**config.mk**
```make
export PLATFORM = sky130hd
export DESIGN_NAME = mrs_seq
export DESIGN_NICKNAME = d
export VERILOG_FILES = /design/src/rtl/mrs_pkg.sv /design/src/rtl/mrs_cfg_check.sv /design/src/rtl/mrs_seq_fsm.sv /design/src/rtl/mrs_cmd_drive.sv /design/src/rtl/mrs_seq.sv
export SDC_FILE = /design/constraint.sdc
export NUM_CORES = 1
export LEC_CHECK = 0
export BUFFER_PORTS_ARGS = -buffer_cell sky130_fd_sc_hd__buf_2
export CAP_MARGIN = 20
export CORE_MARGIN = 2
export CORE_UTILIZATION = 30
export DETAILED_ROUTE_END_ITERATION = 6
export GPL_TIMING_DRIVEN = 0
export HOLD_SLACK_MARGIN = 0.03
export PLACE_DENSITY = 0.65
export REMOVE_ABC_BUFFERS = 1
export SLEW_MARGIN = 40
export SYNTH_ARGS = -nofsm -noshare
export SYNTH_HDL_FRONTEND = slang
export SYNTH_SLANG_ARGS = --single-unit
```
**constraint.sdc**
```tcl
create_clock -name clk -period 2.28 [get_ports clk]
set_input_delay 0.342 -clock clk [delete_from_list [all_inputs] [get_ports clk]]
set_output_delay 0.342 -clock clk [all_outputs]
set_load 0.01 [all_outputs]
```
**src/rtl/mrs_pkg.sv**
```systemverilog
`timescale 1ns/1ps
package mrs_pkg;

  typedef enum logic [2:0] {
    ST_IDLE, ST_PRE, ST_WRP, ST_EXT, ST_WEXT, ST_BASE, ST_WBASE, ST_DONE
  } seq_state_t;

  typedef struct packed {
    logic [2:0] bl;
    logic       bt;
    logic [2:0] cl;
    logic       dll_off;
    logic       drv_half;
    logic       dll_rst;
  } mode_cfg_t;

  typedef struct packed {
    logic        cs_n;
    logic        ras_n;
    logic        cas_n;
    logic        we_n;
    logic [1:0]  ba;
    logic [12:0] addr;
  } ddr_cmd_t;

endpackage

```
**src/rtl/mrs_cfg_check.sv**
```systemverilog
`timescale 1ns/1ps
// Decodes the requested settings: legality and the two register words.
module mrs_cfg_check
  import mrs_pkg::*;
(
  input  mode_cfg_t   cfg,
  output logic        legal,
  output logic [12:0] ext_word,
  output logic [12:0] base_word
);
  logic bl_ok, cl_ok;

  always_comb begin
    bl_ok = (cfg.bl == 3'b001) || (cfg.bl == 3'b010) || (cfg.bl == 3'b011);
    cl_ok = (cfg.cl == 3'b010) || (cfg.cl == 3'b011) || (cfg.cl == 3'b110);
    legal = bl_ok && cl_ok;
    ext_word  = {11'b0, cfg.drv_half, cfg.dll_off};
    base_word = {4'b0, cfg.dll_rst, 1'b0, cfg.cl, cfg.bt, cfg.bl};
  end
endmodule

```
**src/rtl/mrs_seq_fsm.sv**
```systemverilog
`timescale 1ns/1ps
// Sequencing state machine with a shared gap counter.
module mrs_seq_fsm
  import mrs_pkg::*;
#(
  parameter int TRP_CYC  = 3,
  parameter int TMRD_CYC = 2
) (
  input  logic       clk,
  input  logic       rst_n,
  input  logic       start,
  input  logic       accept_ok,
  output seq_state_t state,
  output logic       launch,
  output logic       busy,
  output logic       done,
  output logic       err
);
  localparam int GAP_MAX = (TRP_CYC > TMRD_CYC) ? TRP_CYC : TMRD_CYC;
  localparam int CW      = $clog2(GAP_MAX + 1);

  logic [CW-1:0] cnt;

  assign launch = (state == ST_IDLE) && start && accept_ok;
  assign busy   = (state != ST_IDLE) && (state != ST_DONE);
  assign done   = (state == ST_DONE);

  always_ff @(posedge clk or negedge rst_n) begin
    if (!rst_n) begin
      state <= ST_IDLE;
      cnt   <= '0;
      err   <= 1'b0;
    end else begin
      err <= 1'b0;
      case (state)
        ST_IDLE: begin
          if (start) begin
            if (accept_ok) state <= ST_PRE;
            else           err   <= 1'b1;
          end
        end
        ST_PRE: begin
          if (TRP_CYC > 1) begin
            state <= ST_WRP;
            cnt   <= CW'(TRP_CYC - 2);
          end else begin
            state <= ST_EXT;
          end
        end
        ST_WRP: begin
          if (cnt == '0) state <= ST_EXT;
          else           cnt   <= cnt - 1'b1;
        end
        ST_EXT: begin
          if (TMRD_CYC > 1) begin
            state <= ST_WEXT;
            cnt   <= CW'(TMRD_CYC - 2);
          end else begin
            state <= ST_BASE;
          end
        end
        ST_WEXT: begin
          if (cnt == '0) state <= ST_BASE;
          else           cnt   <= cnt - 1'b1;
        end
        ST_BASE: begin
          if (TMRD_CYC > 1) begin
            state <= ST_WBASE;
            cnt   <= CW'(TMRD_CYC - 2);
          end else begin
            state <= ST_DONE;
          end
        end
        ST_WBASE: begin
          if (cnt == '0) state <= ST_DONE;
          else           cnt   <= cnt - 1'b1;
        end
        ST_DONE: state <= ST_IDLE;
        default: state <= ST_IDLE;
      endcase
    end
  end


  done_pulse_chk: assert property (@(posedge clk) disable iff (!rst_n)
    done |=> !done);


  err_idle_chk: assert property (@(posedge clk) disable iff (!rst_n)
    err |-> (!busy && !done));


  busy_start_chk: assert property (@(posedge clk) disable iff (!rst_n)
    (busy && start) |=> (busy || done));
endmodule

```
**src/rtl/mrs_cmd_drive.sv**
```systemverilog
`timescale 1ns/1ps
// Maps the sequencer state to the command, bank and address pins.
module mrs_cmd_drive
  import mrs_pkg::*;
(
  input  seq_state_t  state,
  input  logic [12:0] ext_word,
  input  logic [12:0] base_word,
  output ddr_cmd_t    cmd
);
  always_comb begin
    cmd = '{cs_n: 1'b1, ras_n: 1'b1, cas_n: 1'b1, we_n: 1'b1, ba: 2'b00, addr: 13'h0};
    case (state)
      ST_PRE: begin
        cmd.cs_n  = 1'b0;
        cmd.ras_n = 1'b0;
        cmd.we_n  = 1'b0;
        cmd.addr  = 13'h400;
      end
      ST_WRP, ST_WEXT, ST_WBASE: cmd.cs_n = 1'b0;
      ST_EXT: begin
        cmd = '{cs_n: 1'b0, ras_n: 1'b0, cas_n: 1'b0, we_n: 1'b0, ba: 2'b01, addr: ext_word};
      end
      ST_BASE: begin
        cmd = '{cs_n: 1'b0, ras_n: 1'b0, cas_n: 1'b0, we_n: 1'b0, ba: 2'b00, addr: base_word};
      end
      default: ;
    endcase
  end
endmodule

```
**src/rtl/mrs_seq.sv**
```systemverilog
`timescale 1ns/1ps
module mrs_seq
  import mrs_pkg::*;
#(
  parameter int TRP_CYC  = 3,
  parameter int TMRD_CYC = 2
) (
  input  logic        clk,
  input  logic        rst_n,
  input  logic        start,
  input  logic        banks_idle,
  input  logic [2:0]  bl_code,
  input  logic        burst_il,
  input  logic [2:0]  cl_code,
  input  logic        dll_off,
  input  logic        drv_half,
  input  logic        dll_rst,
  output logic        cs_n,
  output logic        ras_n,
  output logic        cas_n,
  output logic        we_n,
  output logic [1:0]  ba,
  output logic [12:0] addr,
  output logic        busy,
  output logic        done,
  output logic        error
);
  mode_cfg_t   req_cfg;
  logic        legal, launch;
  logic [12:0] ext_next, base_next, ext_q, base_q;
  seq_state_t  state;
  ddr_cmd_t    cmd;

  assign req_cfg = '{bl: bl_code, bt: burst_il, cl: cl_code, dll_off: dll_off,
                     drv_half: drv_half, dll_rst: dll_rst};

  mrs_cfg_check u_check (
    .cfg(req_cfg), .legal(legal), .ext_word(ext_next), .base_word(base_next)
  );

  mrs_seq_fsm #(.TRP_CYC(TRP_CYC), .TMRD_CYC(TMRD_CYC)) u_fsm (
    .clk(clk), .rst_n(rst_n), .start(start), .accept_ok(legal && banks_idle),
    .state(state), .launch(launch), .busy(busy), .done(done), .err(error)
  );

  always_ff @(posedge clk or negedge rst_n) begin
    if (!rst_n) begin
      ext_q  <= '0;
      base_q <= '0;
    end else if (launch) begin
      ext_q  <= ext_next;
      base_q <= base_next;
    end
  end

  mrs_cmd_drive u_drive (
    .state(state), .ext_word(ext_q), .base_word(base_q), .cmd(cmd)
  );

  assign cs_n  = cmd.cs_n;
  assign ras_n = cmd.ras_n;
  assign cas_n = cmd.cas_n;
  assign we_n  = cmd.we_n;
  assign ba    = cmd.ba;
  assign addr  = cmd.addr;

  logic mode_wr, nop_cmd, pre_cmd;
  assign mode_wr = !cs_n && !ras_n && !cas_n && !we_n;
  assign nop_cmd = !cs_n && ras_n && cas_n && we_n;
  assign pre_cmd = !cs_n && !ras_n && cas_n && !we_n;


  mode_ba1_chk: assert property (@(posedge clk) disable iff (!rst_n)
    mode_wr |-> (ba[1] == 1'b0));


  base_after_nop_chk: assert property (@(posedge clk) disable iff (!rst_n)
    (mode_wr && !ba[0]) |-> $past(nop_cmd));


  legal_fields_chk: assert property (@(posedge clk) disable iff (!rst_n)
    (mode_wr && !ba[0]) |-> ((addr[2:0] inside {3'b001, 3'b010, 3'b011}) &&
                             (addr[6:4] inside {3'b010, 3'b011, 3'b110})));


  idle_guard_chk: assert property (@(posedge clk) disable iff (!rst_n)
    pre_cmd |-> $past(banks_idle));
endmodule

```
=== Word-level counts from Yosys, hierarchy flattened ===
Index checks and enable logic that the tools add are counted.

* Flip-flop bits (word level): 16
* Bits in latches: 0
* RAM bits: 0
* Memory bits (read-only): 0
* Input port bits: 14
* Memories: 0

* Add/subtract/negate cells: 1
* Multipliers: 0
* Div/mod/pow operators: 0
* Order comparisons: 0
* Equality and inequality tests: 20
* Shift operators: 0
* Mux-type cells: 16
* Bitwise gates (word level): 0
* Reduce and logical (&&, ||, !) cells: 19

{| class="wikitable"
|+ Operators by type and width
! cell !! number
|-
| one-hot mux 11 bit (3 select lines) || 1
|-
| one-hot mux 3 bit (8 select lines) || 1
|-
| equality test 3 x 2 -> 1 bit (second input constant) || 6
|-
| equality test 3 bit (second input constant) || 5
|-
| two-way mux 3 bit || 5
|-
| inequality test 2 bit (second input constant) || 5
|-
| two-way mux 1 bit || 7
|-
| equality test 3 x 1 -> 1 bit (second input constant) || 2
|-
| one-hot mux 2 bit (3 select lines) || 1
|-
| nonzero test 3 bit || 2
|-
| OR reduction 3 bit || 2
|-
| OR reduction 6 bit || 1
|-
| logical AND 1 bit || 5
|-
| AND reduction 5 bit || 1
|-
| logical OR 1 bit || 4
|-
| zero test 3 bit || 1
|-
| inequality test 3 bit (second input constant) || 1
|-
| zero test 2 bit || 1
|-
| two-way mux 2 bit || 1
|-
| inequality test 2 x 1 -> 1 bit (second input constant) || 1
|-
| AND reduction 2 bit || 1
|-
| OR reduction 2 bit || 1
|-
| subtractor 2 x 1 -> 2 bit (second input constant) || 1
|}

=== Depth between registers and ports, before layout ===
* Word-level depth: 8
* Depth in mapped cells: 5

=== Hierarchy ===
From an unflattened synthesis, not the netlist that was laid out.

* Cells, all modules: 187
* Area, all modules: 2088.3 um2

{| class="wikitable"
|+ Modules (own cells, without submodules)
! module !! times used !! cells an instance !! area each (um2)
|-
| mrs_seq || 1 || 56 || 1076.0
|-
| mrs_seq_fsm || 1 || 45 || 474.2
|-
| mrs_cmd_drive || 1 || 56 || 316.6
|-
| mrs_cfg_check || 1 || 30 || 221.5
|}

=== Least setup slack after synthesis ===
Ideal clock, no wire load.

* Path kind: register -> register
* Start: reg u_fsm.state[0]
* End: reg base_q[0]
* Data arrival time: 1588 ps
* Slack: 567 ps
* Cell stages (with the launch flop): 5
* Buffers on the path: 1
* Period minus slack after synthesis: 1713 ps
* Cell sequence: dfrtp_1 > or4b_1 > and3b_1 > buf_6 > mux2_2

* Cells in the longest elaborated chain, start to end: 3

{| class="wikitable"
|+ RTL lines
! what !! RTL line !! text
|-
| start, declared || mrs_seq_fsm.sv:13 || <nowiki>output seq_state_t state,</nowiki>
|-
| start signal, assigned || mrs_seq_fsm.sv:30 || <nowiki>state <= ST_IDLE;</nowiki>
|-
| start signal, assigned || mrs_seq_fsm.sv:38 || <nowiki>if (accept_ok) state <= ST_PRE;</nowiki>
|-
| start signal, assigned || mrs_seq_fsm.sv:44 || <nowiki>state <= ST_WRP;</nowiki>
|-
| zero test 3 bit || mrs_seq_fsm.sv:24 || <nowiki>assign launch = (state == ST_IDLE) && start && accept_ok;</nowiki>
|-
| logical AND 1 bit (2 in a row) || mrs_seq_fsm.sv:24 ||
|-
| end signal, assigned || mrs_seq.sv:52 || <nowiki>base_q <= base_next;</nowiki>
|-
| end, declared || mrs_seq.sv:30 || <nowiki>logic [12:0] ext_next, base_next, ext_q, base_q;</nowiki>
|}

No other way between the ends.
A chain may end at the register's enable or synchronous reset.

=== Final worst setup path ===
* Start: reg u_fsm.state[0]
* End: reg base_q[6]

The elaborated chain is that of the path after synthesis.

==> results.md <==
- The clock passes through at most 2 buffers.
- The detailed-placement wirelength estimate is 1240 um.
- The design area is 1030 um^2.
- Entering global routing, the biggest net connects 17 pins.
- The number of setup violations in the final report is 0.
- Input and output buffers added on the ports amount to 30.
- Net switching is 38.5% of the power.
- TritonCTS created 3 clock buffers.
- The later pin in the worst-skew pair is clocked with a latency of 0.28 ns.
- For this run, the slowest stage of the critical path takes 0.58 ns.
- The clock drives 16 sinks.
- The worst register-to-register path ends at base_q[6]$_DFFE_PN0P_.
- At the worst endpoint, the arrival time is 2.30 ns.
- The number of fillers in the final layout is 271.
- The clock network accounts for 13.1% of the total power.
- Yosys mapped a number of flops with a built-in enable equal to 0.
- The total I/O pin count is 36.
- In this design, the largest share of critical-path delay is due to simple AND/OR/NAND/NOR gates.
- After detailed routing, the number of vias per cell comes to 4.72.
- The ratio of cells with drive above 1 in the final layout is 38.1%.
- The number of cells on the worst reg-to-reg path is 3.
- In this run the post-CTS setup repair buffer count came out at 0.
- The count of TritonRoute iterations in the first routing pass is 4.
- For this design, the slowest cell found on the critical path is or4b_1.
- Setup slack on the worst reg-to-reg path comes out at 0.16 ns.
- The signal on the critical path passes through or4b_1, and3b_1, mux2_2.
- The core region is 2730 um^2.
- From synthesis to final layout, the design area changed by 19.6%.
- The cell count after synthesis came out at 85.
- The maximum fanout along the worst path is 16.
- The number of hold buffers added after CTS was 1.
- In the global route stage, overall resource usage came out at 10.5%.
- After synthesis, the cell types taking the most area are dfrtp_1 46%, mux2_2 10%, buf_4 5.2%.
- In this run the mean area of a mapped cell was 10.2 um^2.
- The net count of the finished layout is 130.
- The run finished with clean final reports.
- Excluding fillers, the count of instances in the completed layout stands at 144.
- The sum of overflow across all layers after global routing is 0.
- Measured along the x axis, the die boundary spans 57.6 um.
- The count of endpoints failing hold in the final timing report was 0.
- The post-layout utilization of the core is 37.8%.
- The routed wirelength normalized by instance count is 11.5 um.
- 0 antenna diodes ended up in the layout.
- The number of maximum-capacitance violations is 0.
- The setup TNS after final layout is 0 ns.
- The type of destination of the critical path is a flip-flop.
- Setup repair after global routing left no endpoint under its margin.
- The fraction of synthesis flops using an asynchronous set or reset pin is 100%.
- In this run the critical register-to-register path is launched from u_fsm.state[0]$_DFFE_PN0P_.
- On the final layout, the worst hold slack is 0.284 ns.
- The power density normalized to cell area is 1100 nW/um^2.
- The dominant synthesized flop cell is dfrtp_1.
- The post-synthesis xor/xnor area fraction is 2.03%.
- The worst vdd rail ir drop is 0.628 mV.
- The sequential cell fraction of total power is 47.1%.
- In this run the vertical extent of the chip is 57.6 um.
- For this block, the initial DRC count from the detailed router was 10.
- Of all cell types, the one taking the most synthesized area is dfrtp_1.
- The unique cell type count in the Yosys netlist is 28.
- The total instance count after detailed placement is 140.
- The number of cell rows is 19.
- After synthesis, the largest area contributor takes up 46.4% of total cell area.
- In the final layout, the multi-input gates occupy 399 um^2.
- The achievable clock frequency is 0.471 GHz.
- The post-CTS clock slew at the launch and capture registers of the worst setup and hold paths is 0.09 ns.
- The path with the worst hold slack has its endpoint at ext_q[0]$_DFFE_PN0P_.
- The number of buffers and inverters on the critical path is 0.
- The share of cell area taken by muxes after synthesis is 10.4%.
- The minimum period implied by the final worst setup slack is 2.12 ns.
- Global routing consumed, on the met1 layer, 13.3% of the routing resources.
- The synthesized netlist devotes 19.9% of its cell area to simple gates.
- Registers take 400 um^2.
- In this run the worst hold path is classified as in -> reg.
- After synthesis, the largest family of logic cells by area is simple AND/OR/NAND/NOR gates.
- The die footprint is 3320 um^2.
- The number of H-tree levels is 1.
- The sequential area share after synthesis is 46.4%.
- The synthesized design contains 16 register bits.
- Once the clock tree was built, the resizer swapped 0 gates to a different size.
- For this configuration, the core starts out at a cell density of 31.6%.
- In this run the remaining antenna-violating nets after routing total 0.
- The adder-cell share of the synthesized area is 1.45%.
- Summing the areas of all compound-gate instances in the mapped netlist gives 10.3% of the synthesized area.
- The maximum clock skew at final layout is 0.000995 ns.
- The startpoint-to-endpoint class of the critical path is reg -> reg.
- Summed over all cells, the static leakage comes to 0.552 nW.
- The busiest metal layer after global routing is met2.
- The type of element launching the critical path is a flip-flop.
- Counting instances, the worst hold path has a depth of 2.
- STA puts the critical path data required time at 2.46 ns.
- Summed over all layers, the routed wires come to 1650 um.
- The Yosys step of the flow raised 0 warnings.
- The share of the clock period used by the worst path is 93.1%.
- The proportion of power drawn by combinational gates is 39.8%.
- The met2 usage in global routing is 16.7%.
- Detailed routing inserted a total of 679 vias.
- The initial antenna violation count was 0.
- TritonCTS built the clock tree.
- The origin of the worst min-delay path is dll_off.
- Global routing used 2.90% of the available met3 tracks.
- The final number of max-transition violations is 0.
- Routability-driven placement finished with a final weighted congestion of 0.691.
- The clock root buffer master is clkbuf_4.
- The remaining design rule violation count is 0.
- The via count of the first global-routing pass is 610.
- In this run the power spent charging and discharging nets is 0.436 mW.
- The area after detailed placement is 1000 um^2.
- The internal portion of the total power is 0.696 mW.
- The first global-routing pass estimated 2700 um of wire.
- The area of the mapped netlist is 863 um^2.
worst reg2reg max path, stage by stage (launching register included):
cell and delay [ns]:
dfrtp_1 0.55, or4b_1 0.58, and3b_1 0.49, mux2_2 0.39
cell families after synthesis:
kind of cell    Yosys count
other cells               1
fa+ha+maj                 1
buf+inv                  13
flops                    16
xor+xnor                  2
simple gates             30
mux                       8
compound gates           14
final cells by class:
| cell class | instances | share of cell area (%) |
|---|---|---|
| multi-input combinational | 60 | 38.7 |
| tap | 31 | 3.76 |
| sequential | 16 | 38.8 |
| inverter | 3 | 1.09 |
| timing repair buffer | 31 | 15.5 |
| clock buffer | 3 | 2.18 |
power groups by stage:
stage	clock (mW)	combinational (mW)	sequential (mW)
2_1_floorplan	0	0.325	0.507
3_3_place_gp	0	0.432	0.534
3_5_place_dp	0	0.453	0.539
4_1_cts	0.153	0.456	0.532
5_1_grt	0.167	0.505	0.560
6_report	0.148	0.451	0.533
layout by cell type, fill, tap and decap left out, types with 2 or more instances in the layout:
master	n
buf_2	30
a22o_1	2
and2_1	7
nand2_1	4
conb_1	5
clkbuf_4	3
nor2_1	5
or2_2	2
and3b_1	2
and3_1	3
inv_1	3
nor3_1	3
dfrtp_1	16
a21oi_1	3
mux2_2	8
o21ai_0	5
synth_stat cells, types with 2 or more instances:
| library cell | instances |
|---|---|
| o21ai_0 | 5 |
| mux2_2 | 8 |
| inv_1 | 3 |
| clkbuf_1 | 3 |
| a22o_1 | 2 |
| buf_4 | 6 |
| dfrtp_1 | 16 |
| and2_1 | 7 |
| or2_2 | 2 |
| and3_1 | 3 |
| nor3_1 | 3 |
| nor2_1 | 5 |
| a21oi_1 | 3 |
| and3b_1 | 2 |
| nand2_1 | 4 |
routing by layer:
| layer | wire [um] | part of all wire [%] |
|---|---|---|
| met2 | 761 | 46 |
| met5 | 0 | 0 |
| met1 | 766 | 46 |
| met4 | 21 | 1.3 |
| met3 | 103 | 6.2 |
how the worst max path moves through the flow:
stage / start / endpoint / cells past startpoint
finish: u_fsm.state[0]$_DFFE_PN0P_ / base_q[6]$_DFFE_PN0P_ / 3
global route: u_fsm.state[0]$_DFFE_PN0P_ / addr[0] / 4
CTS: u_fsm.state[0]$_DFFE_PN0P_ / base_q[6]$_DFFE_PN0P_ / 3
detailed placement: u_fsm.state[0]$_DFFE_PN0P_ / base_q[6]$_DFFE_PN0P_ / 3
global placement: u_fsm.state[0]$_DFFE_PN0P_ / base_q[3]$_DFFE_PN0P_ / 3
floorplan: u_fsm.state[0]$_DFFE_PN0P_ / base_q[0]$_DFFE_PN0P_ / 3
flip-flops by register name, summed over array words and instances (netlist names):
register and count:
base_q 8, ext_q 2, u_fsm.cnt 2, u_fsm.err 1
u_fsm.state 3
metrics by stage:
step | power [mW] | worst slack [ns]
3_5_place_dp | 0.992 | 0.169
6_report | 1.13 | 0.158
5_1_grt | 1.23 | 0.0499
2_1_floorplan | 0.832 | 0.369
4_1_cts | 1.14 | 0.158
3_3_place_gp | 0.966 | 0.197
No activity file was read; power rests on OpenSTA's default activity.
